File: src/rtl/daisy_iack_pkg.sv
package daisy_iack_pkg;

   // acknowledge sequencing states
   typedef enum logic [1:0] {
      ST_IDLE    = 2'd0,
      ST_FROZEN  = 2'd1,
      ST_ANSWER  = 2'd2,
      ST_RELEASE = 2'd3
   } ack_state_e;

   function automatic int unsigned idx_width(input int unsigned n);
      return (n > 1) ? $clog2(n) : 1;
   endfunction

endpackage

File: src/rtl/daisy_pend_bank.sv
module daisy_pend_bank #(
   parameter int unsigned N_SRC = 4
) (
   input  logic             clk,
   input  logic             rst_n,
   input  logic [N_SRC-1:0] set_i,
   input  logic [N_SRC-1:0] clr_i,
   output logic [N_SRC-1:0] pend_o
);

   logic [N_SRC-1:0] pend_q;

   for (genvar i = 0; i < N_SRC; i++) begin : g_bit
      always_ff @(posedge clk or negedge rst_n) begin
         if (!rst_n)           pend_q[i] <= 1'b0;
         else if (set_i[i])    pend_q[i] <= 1'b1;
         else if (clr_i[i])    pend_q[i] <= 1'b0;
      end


      pend_clear_chk: assert property (@(posedge clk) disable iff (!rst_n)
         (clr_i[i] && !set_i[i]) |=> !pend_q[i]);


      pend_set_chk: assert property (@(posedge clk) disable iff (!rst_n)
         set_i[i] |=> pend_q[i]);
   end

   assign pend_o = pend_q;

endmodule

File: src/rtl/daisy_prio_pick.sv
module daisy_prio_pick #(
   parameter int unsigned N_SRC     = 4,
   parameter bit          LOW_WINS  = 1'b1,
   localparam int unsigned IDX_W    = daisy_iack_pkg::idx_width(N_SRC)
) (
   input  logic [N_SRC-1:0] req_i,
   output logic             any_o,
   output logic [IDX_W-1:0] idx_o,
   output logic [N_SRC-1:0] onehot_o
);

   assign any_o = |req_i;

   if (LOW_WINS) begin : g_low
      always_comb begin
         idx_o = '0;
         for (int i = N_SRC - 1; i >= 0; i--) begin
            if (req_i[i]) idx_o = IDX_W'(i);
         end
      end
   end else begin : g_high
      always_comb begin
         idx_o = '0;
         for (int i = 0; i < N_SRC; i++) begin
            if (req_i[i]) idx_o = IDX_W'(i);
         end
      end
   end

   always_comb begin
      onehot_o = '0;
      if (any_o) onehot_o[idx_o] = 1'b1;
   end

endmodule

File: src/rtl/daisy_ack_fsm.sv
module daisy_ack_fsm
   import daisy_iack_pkg::*;
#(
   parameter int unsigned N_SRC    = 4,
   parameter int unsigned VEC_W    = 8,
   parameter bit          LOW_WINS = 1'b1,
   localparam int unsigned IDX_W   = idx_width(N_SRC)
) (
   input  logic                   clk,
   input  logic                   rst_n,
   input  logic                   iack_n_i,
   input  logic                   iei_n_i,
   input  logic [N_SRC-1:0]       live_i,
   input  logic [N_SRC*VEC_W-1:0] vec_flat_i,
   output logic [N_SRC-1:0]       clr_o,
   output logic                   busy_o,
   output logic                   ieo_n_o,
   output logic [VEC_W-1:0]       vec_o,
   output logic                   vec_oe_o,
   output logic                   dtack_n_o,
   output logic                   dtack_oe_o
);

   ack_state_e       state_q;
   logic [N_SRC-1:0] frozen_q;
   logic [N_SRC-1:0] win_q;
   logic [VEC_W-1:0] vec_q;

   logic             frz_any;
   logic [IDX_W-1:0] frz_idx;
   logic [N_SRC-1:0] frz_onehot;

   daisy_prio_pick #(
      .N_SRC    (N_SRC),
      .LOW_WINS (LOW_WINS)
   ) pick_i (
      .req_i    (frozen_q),
      .any_o    (frz_any),
      .idx_o    (frz_idx),
      .onehot_o (frz_onehot)
   );

   always_ff @(posedge clk or negedge rst_n) begin
      if (!rst_n) begin
         state_q  <= ST_IDLE;
         frozen_q <= '0;
         win_q    <= '0;
         vec_q    <= '0;
      end else begin
         case (state_q)
            ST_IDLE: begin
               if (!iack_n_i) begin
                  frozen_q <= live_i;
                  state_q  <= ST_FROZEN;
               end
            end
            ST_FROZEN: begin
               if (iack_n_i) begin
                  frozen_q <= '0;
                  state_q  <= ST_IDLE;
               end else if (!iei_n_i && frz_any) begin
                  win_q   <= frz_onehot;
                  vec_q   <= vec_flat_i[frz_idx*VEC_W +: VEC_W];
                  state_q <= ST_ANSWER;
               end
            end
            ST_ANSWER: begin
               if (iack_n_i) begin
                  frozen_q <= '0;
                  state_q  <= ST_RELEASE;
               end
            end
            default: state_q <= ST_IDLE;
         endcase
      end
   end

   assign clr_o      = (state_q == ST_ANSWER && iack_n_i) ? win_q : '0;
   assign busy_o     = (state_q == ST_ANSWER) || (state_q == ST_RELEASE);
   assign vec_oe_o   = (state_q == ST_ANSWER);
   assign vec_o      = vec_q;
   assign dtack_oe_o = busy_o;
   assign dtack_n_o  = (state_q != ST_ANSWER);
   assign ieo_n_o    = iack_n_i | iei_n_i | (state_q != ST_FROZEN) | frz_any;


   frozen_hold_chk: assert property (@(posedge clk) disable iff (!rst_n)
      (state_q == ST_FROZEN && $past(state_q) == ST_FROZEN) |-> $stable(frozen_q));


   win_onehot_chk: assert property (@(posedge clk) disable iff (!rst_n)
      (state_q == ST_ANSWER) |-> $onehot0(win_q));


   release_to_idle_chk: assert property (@(posedge clk) disable iff (!rst_n)
      (state_q == ST_RELEASE) |=> (state_q == ST_IDLE));

endmodule

File: src/rtl/daisy_iack_responder.sv
module daisy_iack_responder #(
   parameter int unsigned N_SRC    = 4,
   parameter int unsigned VEC_W    = 8,
   parameter bit          LOW_WINS = 1'b1
) (
   input  logic                   clk,
   input  logic                   rst_n,
   input  logic [N_SRC-1:0]       src_req_i,
   input  logic [N_SRC-1:0]       src_en_i,
   input  logic [N_SRC*VEC_W-1:0] src_vec_i,
   input  logic                   iei_n_i,
   input  logic                   iack_n_i,
   output logic                   intr_n_o,
   output logic                   ieo_n_o,
   output logic [VEC_W-1:0]       vec_o,
   output logic                   vec_oe_o,
   output logic                   dtack_n_o,
   output logic                   dtack_oe_o
);

   if (N_SRC < 1 || N_SRC > 64) begin : g_bad_nsrc
      $error("daisy_iack_responder: N_SRC must be 1..64");
   end
   if (VEC_W < 1) begin : g_bad_vecw
      $error("daisy_iack_responder: VEC_W must be positive");
   end

   logic [N_SRC-1:0] pend;
   logic [N_SRC-1:0] live;
   logic [N_SRC-1:0] clr;
   logic             busy;

   daisy_pend_bank #(
      .N_SRC (N_SRC)
   ) bank_i (
      .clk    (clk),
      .rst_n  (rst_n),
      .set_i  (src_req_i),
      .clr_i  (clr),
      .pend_o (pend)
   );

   assign live = pend & src_en_i;

   daisy_ack_fsm #(
      .N_SRC    (N_SRC),
      .VEC_W    (VEC_W),
      .LOW_WINS (LOW_WINS)
   ) fsm_i (
      .clk        (clk),
      .rst_n      (rst_n),
      .iack_n_i   (iack_n_i),
      .iei_n_i    (iei_n_i),
      .live_i     (live),
      .vec_flat_i (src_vec_i),
      .clr_o      (clr),
      .busy_o     (busy),
      .ieo_n_o    (ieo_n_o),
      .vec_o      (vec_o),
      .vec_oe_o   (vec_oe_o),
      .dtack_n_o  (dtack_n_o),
      .dtack_oe_o (dtack_oe_o)
   );

   assign intr_n_o = ~(|live) | busy;


   answer_drops_intr_chk: assert property (@(posedge clk) disable iff (!rst_n)
      vec_oe_o |-> intr_n_o);


   answer_keeps_ieo_chk: assert property (@(posedge clk) disable iff (!rst_n)
      vec_oe_o |-> ieo_n_o);


   ieo_low_needs_ack_chk: assert property (@(posedge clk) disable iff (!rst_n)
      !ieo_n_o |-> (!iack_n_i && !iei_n_i && !dtack_oe_o && $past(!iack_n_i)));


   release_drive_high_chk: assert property (@(posedge clk) disable iff (!rst_n)
      ($past(vec_oe_o) && !vec_oe_o) |-> (dtack_oe_o && dtack_n_o));

endmodule

File: config.mk
export PLATFORM = sky130hd
export DESIGN_NAME = daisy_iack_responder
export DESIGN_NICKNAME = d
export VERILOG_FILES = /design/src/rtl/daisy_iack_pkg.sv /design/src/rtl/daisy_pend_bank.sv /design/src/rtl/daisy_prio_pick.sv /design/src/rtl/daisy_ack_fsm.sv /design/src/rtl/daisy_iack_responder.sv
export SDC_FILE = /design/constraint.sdc
export NUM_CORES = 1
export LEC_CHECK = 0
export BUFFER_PORTS_ARGS = -buffer_cell sky130_fd_sc_hd__buf_2
export CAP_MARGIN = 25
export CORE_MARGIN = 4
export CORE_UTILIZATION = 39
export CTS_CLUSTER_SIZE = 30
export DETAILED_ROUTE_END_ITERATION = 16
export GPL_TIMING_DRIVEN = 0
export PLACE_DENSITY = 0.79
export REMOVE_ABC_BUFFERS = 1
export SLEW_MARGIN = 20
export SYNTH_ARGS = -nofsm -noshare
export SYNTH_HDL_FRONTEND = slang
export SYNTH_SLANG_ARGS = --single-unit
File: constraint.sdc
create_clock -name clk -period 2.25 [get_ports clk]
set_clock_uncertainty 0.2 [all_clocks]
set_input_delay 0.3375 -clock clk [delete_from_list [all_inputs] [get_ports clk]]
set_output_delay 0.3375 -clock clk [all_outputs]
set_load 0.05 [all_outputs]
# ---- Word-level counts from Yosys, hierarchy flattened
# Cells that the tools add are included.
dict set report totals {
  inputBits 44
  register_bits 22
  output_inout_bits 13
  wordCells 68
}
dict set report classes {
  eq_ne 9
  bitwise_logic 7
  muxes 24
  shift 1
  order_cmp 2
  reduce_logical 17
}
# op count
set ops {}
lappend ops {{32-bit by 6-bit variable part select with 8-bit output} 1}
lappend ops {{2-bit two-way mux} 8}
lappend ops {{4-bit two-way mux} 4}
lappend ops {{2-bit nonzero test} 5}
lappend ops {{1-bit two-way mux} 9}
lappend ops {{3-bit AND reduction} 3}
lappend ops {{4-bit case mux with 2 select lines} 1}
lappend ops {{4-bit OR reduction} 2}
lappend ops {{2-bit inequality test, second input constant} 3}
lappend ops {{2-bit case mux with 3 select lines} 1}
lappend ops {{4-bit bitwise AND} 1}
lappend ops {{2-bit == test, second input constant} 2}
lappend ops {{2-bit by 1-bit inequality test with 1-bit output, second input constant} 2}
lappend ops {{1-bit OR} 4}
lappend ops {{1-bit logical AND} 3}
lappend ops {{2-bit by 3-bit < comparator with 1-bit output, second input constant} 1}
lappend ops {{3-bit by 2-bit inequality test with 1-bit output, second input constant} 1}
lappend ops {{1-bit demux with 2-bit select} 1}
lappend ops {{2-bit by 1-bit == test with 1-bit output, second input constant} 1}
lappend ops {{2-bit by 1-bit greater-or-equal comparator with 1-bit output, second input constant} 1}
lappend ops {{2-bit zero test} 1}
lappend ops {{1-bit NOT} 2}
lappend ops {{2-bit OR reduction} 1}
lappend ops {{1-bit zero test} 1}
lappend ops {{1-bit logical OR} 1}

# ---- Logic depth before layout (Yosys ltp)
dict set report depth {
  depth_word 9
  ltp_mapped 7
  depth_no_buf 6
}

# ---- Cells and area by module
# Synthesis repeated with hierarchy kept, for this count alone.
dict set report hier_totals {
  hier_cells 116
  area_unflattened_um2 1367.6
}
# module cells_per_inst seq_area_each_um2 area_per_inst_um2 n_inst
set modules_own_cells {}
lappend modules_own_cells {daisy_ack_fsm 87 450.4 1122.3 1}
lappend modules_own_cells {daisy_pend_bank 12 100.1 145.1 1}
lappend modules_own_cells {daisy_iack_responder 6 0.0 50.0 1}
lappend modules_own_cells {daisy_prio_pick 11 0.0 50.0 1}

# ---- Worst setup path before layout
# Ideal clock, no wire load.
dict set report synth_timing {
  path_kind {register -> output}
  start {register fsm_i.state_q[0]}
  end {output port intr_n_o}
  slack_ns -0.175
  path_buffers 0
  t_required_ns 1.712
  path_stages_with_launch 5
  arrival_time_ns 1.887
  cell_sequence {dfrtp_1 -> inv_1 -> ha_1 -> or2_2 -> a41o_1}
}
dict set report synth_between {
  elab_chain_len 3
  word_cells_on_any_way 4
  classes_between {2 x eq/ne; 1 x bitwise; 1 x reduce/logical}
}
# element line_no
set synth_rtl {}
lappend synth_rtl {{start, declared} daisy_ack_fsm.sv:24} ;# ack_state_e state_q;
lappend synth_rtl {{start signal, assigned} daisy_ack_fsm.sv:45} ;# state_q <= ST_IDLE;
lappend synth_rtl {{start signal, assigned} daisy_ack_fsm.sv:54} ;# state_q <= ST_FROZEN;
lappend synth_rtl {{start signal, assigned} daisy_ack_fsm.sv:60} ;# state_q <= ST_IDLE;
lappend synth_rtl {{2-bit == test} n/a}
lappend synth_rtl {{net vec_oe_o} daisy_iack_responder.sv:16} ;# output logic vec_oe_o,
lappend synth_rtl {{1-bit logical OR} daisy_ack_fsm.sv:79} ;# assign busy_o = (state_q == ST_ANSWER) || (state_q == ST_RELEASE);
lappend synth_rtl {{net dtack_oe_o} daisy_iack_responder.sv:18} ;# output logic dtack_oe_o
lappend synth_rtl {{1-bit OR} daisy_iack_responder.sv:65} ;# assign intr_n_o = ~(|live) | busy;
lappend synth_rtl {{end, declared} daisy_iack_responder.sv:13} ;# output logic intr_n_o,
# The timed path passes the listed nets, and every way through them passes these cells.

# ---- Worst setup path in the final report
dict set report layout_timing {
  start {register fsm_i.state_q[1]}
  end {output port ieo_n_o}
}
dict set report layout_between {
  elab_chain_len 3
}
# element line_no
set layout_rtl {}
lappend layout_rtl {{2-bit by 1-bit inequality test with 1-bit output} daisy_ack_fsm.sv:84} ;# assign ieo_n_o = iack_n_i | iei_n_i | (state_q != ST_FROZEN) | frz_any;
lappend layout_rtl {{1-bit OR (2 in series)} daisy_ack_fsm.sv:84}
lappend layout_rtl {{end, declared} daisy_iack_responder.sv:14} ;# output logic ieo_n_o,
# No other way between the ends.

==> flow_summary.ini <==
[global_routing]
grt_max_degree = 23
grt_pass1_wl_um = 5980
antenna_found_initial = 0
overflow = 0
grt_usage_pct = 17.3
grt_pass1_vias = 1265

[route]
wl_per_cell_um = 15.1
routed_wl_um = 3680
num_vias = 1311
ant_nets = 0
vias_per_cell = 5.40
firstDrtPassIters = 4
drtIter0Drc = 99
drc = 0

[clocking]
clk_latency_ns = 0.31
cts_root_buf = clkbuf_4
cts.htree.levels = 1
cts.sink_count = 22
ctsLongestPathBuffers = 2
cts_made_buffers = 3
cts_tree = done
path_clk_slew_ns = 0.13

[power_and_ir_drop]
p_per_area_nw_per_um2 = 1350
leakage_uw = 0.000795
peakVddDrop_mv = 0.944

[yosys]
synth_compound_area_share_pct = 24.2
synth_top_area_share_pct = 42.0
synth_xor_area_share_pct = 0
muxShareOfSynthArea_pct = 3.05
yosysTopAreaCell = dfrtp_1
synth_top_family_by_area = compound AO/OA/AOI/OAI gates
synth_fa_ha_area_share_pct = 4.77
synth_area_leaders = dfrtp_1 42%, a31oi_1 7.2%, a222oi_1 5.3%, ha_1 4.8%, nor4b_1 4.7%
synth_seq_cells = 22
ys_seq_area_share_pct = 42.0
ys_warn_count = 0
syn_avg_cell_area_sq_um = 9.57
synthTopCellsByCount = 22 x dfrtp_1, 15 x a31oi_1, 12 x nor2_1, 10 x nand2_1
synth-async-reset-ratio_pct = 100
synth_cell_types = 31
synth_ff_type = dfrtp_1
synth_edf_count = 0
synth_most_common_cell = dfrtp_1
synthSimpleGateAreaFrac_pct = 21.0
synth_cells = 137
syn-cell-area_sq_um = 1310

[cells_and_area]
fin_cells = 243
fin_area_sq_um = 1790
syn2layout_area_growth_pct = 36.6
num_antenna_cells = 0
nets = 249
layout-drive-gt1-share_pct = 40.2

[die]
core-area_sq_um = 3130
die_w_um = 66.0
die_h_um = 66.0
initial_core_util_pct = 41.9
dieArea_sq_um = 4350
std_cell_rows = 20
ios = 57

[timing]
tightest_slew_ns = 0.563
drv_slew = 0
setup_tns_ns = 0
post-route-period-util_pct = 95.1
hold_viol_final = 0
period_needed_ns = 2.14
whs_ns = 0.0963
max_slew_margin_pct = 62.5
setup_violations = 0
fmax_mhz = 468

[placement]
dpl.cell_count = 231
gp_congestion = 0.843
post-dp-hpwl_um = 2580
post_dp_cell_area_sq_um = 1620
numPortBuffers = 56

[run_status]
outcome = complete, no violations

[critical_path]
required_ns = 1.71
worstSetupEndpointType = output port
cp_max_fo = 7
worstPathArrival_ns = 1.60
crit_path_start_kind = register
critPathKind = reg2out

[min_path]
min_path_type = in2reg

[run]
drv_cap = 0
-- kinds of logic (layout without fill, tap and decap cells) --
group                      count (synthesis)  count (layout)
AOI/OAI and AO/OA                         45              45
adders and majority gates                  5               5
buffers and inverters                     14              76
DFF                                       22              22
muxes                                      3               3
and+or+nand+nor                           48              48
-- critical path: stages, from the launching register on --
cell and delay [ns]:
dfrtp_2 0.49, inv_1 0.10, ha_1 0.21, nand2b_4 0.09, nor2_2 0.14, nand2_1 0.07, buf_4 0.20
-- sequential cells by signal, summed over array words and instances, names as in the netlist --
name / cells
bank_i.pend_o: 4
fsm_i.frozen_q: 4
fsm_i.state_q: 2
fsm_i.vec_o: 8
fsm_i.win_q: 4
-- layer usage --
layer	routed length (um)	global-route usage [%]	up-vias	share of wire (%)
met5	0	0	-	0
met4	20	2.03	0	0.54
met3	366	3.91	4	10
met2	1640	28.5	62	45
met1	1650	23.7	596	45
li1	-	-	649	-
-- cells in the final DEF, fill, tap and decap left out, types with 2 or more instances in the layout --
cell / count
nor4b_1: 7
a21o_1: 4
ha_1: 4
o21ai_0: 7
clkbuf_4: 3
a21oi_1: 3
buf_2: 54
nand3_1: 7
nor2_1: 11
dfrtp_1: 17
mux2_4: 2
nor2b_1: 2
dlygate4sd3_1: 5
buf_4: 5
a31oi_1: 15
a222oi_1: 7
inv_1: 6
dfrtp_2: 5
nor3_1: 2
o31ai_1: 4
nand2_1: 10
-- timing repair --
action | CTS | global route
pin swaps | 0 | 2
gates cloned | 0 | 0
hold endpoints to repair | 25 | 1
hold buffers | 4 | 1
gates resized for setup | 8 | 8
setup buffers | 1 | 2
setup endpoints to repair | 3 | 2
-- per-stage QoR --
step	util, %	total power, uW	setup WS (ns)
finish	57.3	2420	0.111
detailed placement	51.8	2010	0.00189
CTS	55.9	2380	0.0198
global placement	51.4	1980	-0.808
floorplan	-	1680	-0.315
global route	57.3	2590	-0.00724
-- path summary, 6_finish.rpt --
| check | slack [ns] | end | from | cells past startpoint |
|---|---|---|---|---|
| max | 0.11 | ieo_n_o | fsm_i.state_q[1]$_DFFE_PN0P_ | 6 |
| min | 0.1 | fsm_i.vec_o[5]$_DFFE_PN0P_ | src_vec_i[5] | 3 |
| max reg2reg | 0.13 | fsm_i.win_q[1]$_DFFE_PN0P_ | fsm_i.state_q[1]$_DFFE_PN0P_ | 6 |
| min reg2reg | 0.30 | bank_i.pend_o[0]$_DFFE_PN0P_ | bank_i.pend_o[0]$_DFFE_PN0P_ | 1 |
| max in group asynchronous | 1.16 | fsm_i.frozen_q[2]$_DFFE_PN0P_ | rst_n | 2 |
| min in group asynchronous | 0.33 | fsm_i.vec_o[0]$_DFFE_PN0P_ | rst_n | 2 |
-- area by class of cell --
| type | count | area [sq um] |
|---|---|---|
| clock inverter | 1 | 30.0 |
| timing repair buffer | 65 | 369 |
| fill | 282 | 1340 |
| sequential | 22 | 557 |
| multi-input combinational | 101 | 732 |
| clock buffer | 3 | 22.5 |
| inverter | 7 | 26.3 |
| tap | 44 | 55.1 |
-- power breakdown --
| part | switching [uW] | total, uW | internal (uW) | leakage [uW] |
|---|---|---|---|---|
| Sequential | 230 | 787 | 557 | 0.000248 |
| Combinational | 840 | 1330 | 490 | 0.000519 |
| Clock | 123 | 303 | 180 | 0.0000279 |
| Total | 1190 | 2420 | 1230 | 0.000795 |
No activity file was read; power rests on OpenSTA's default activity.
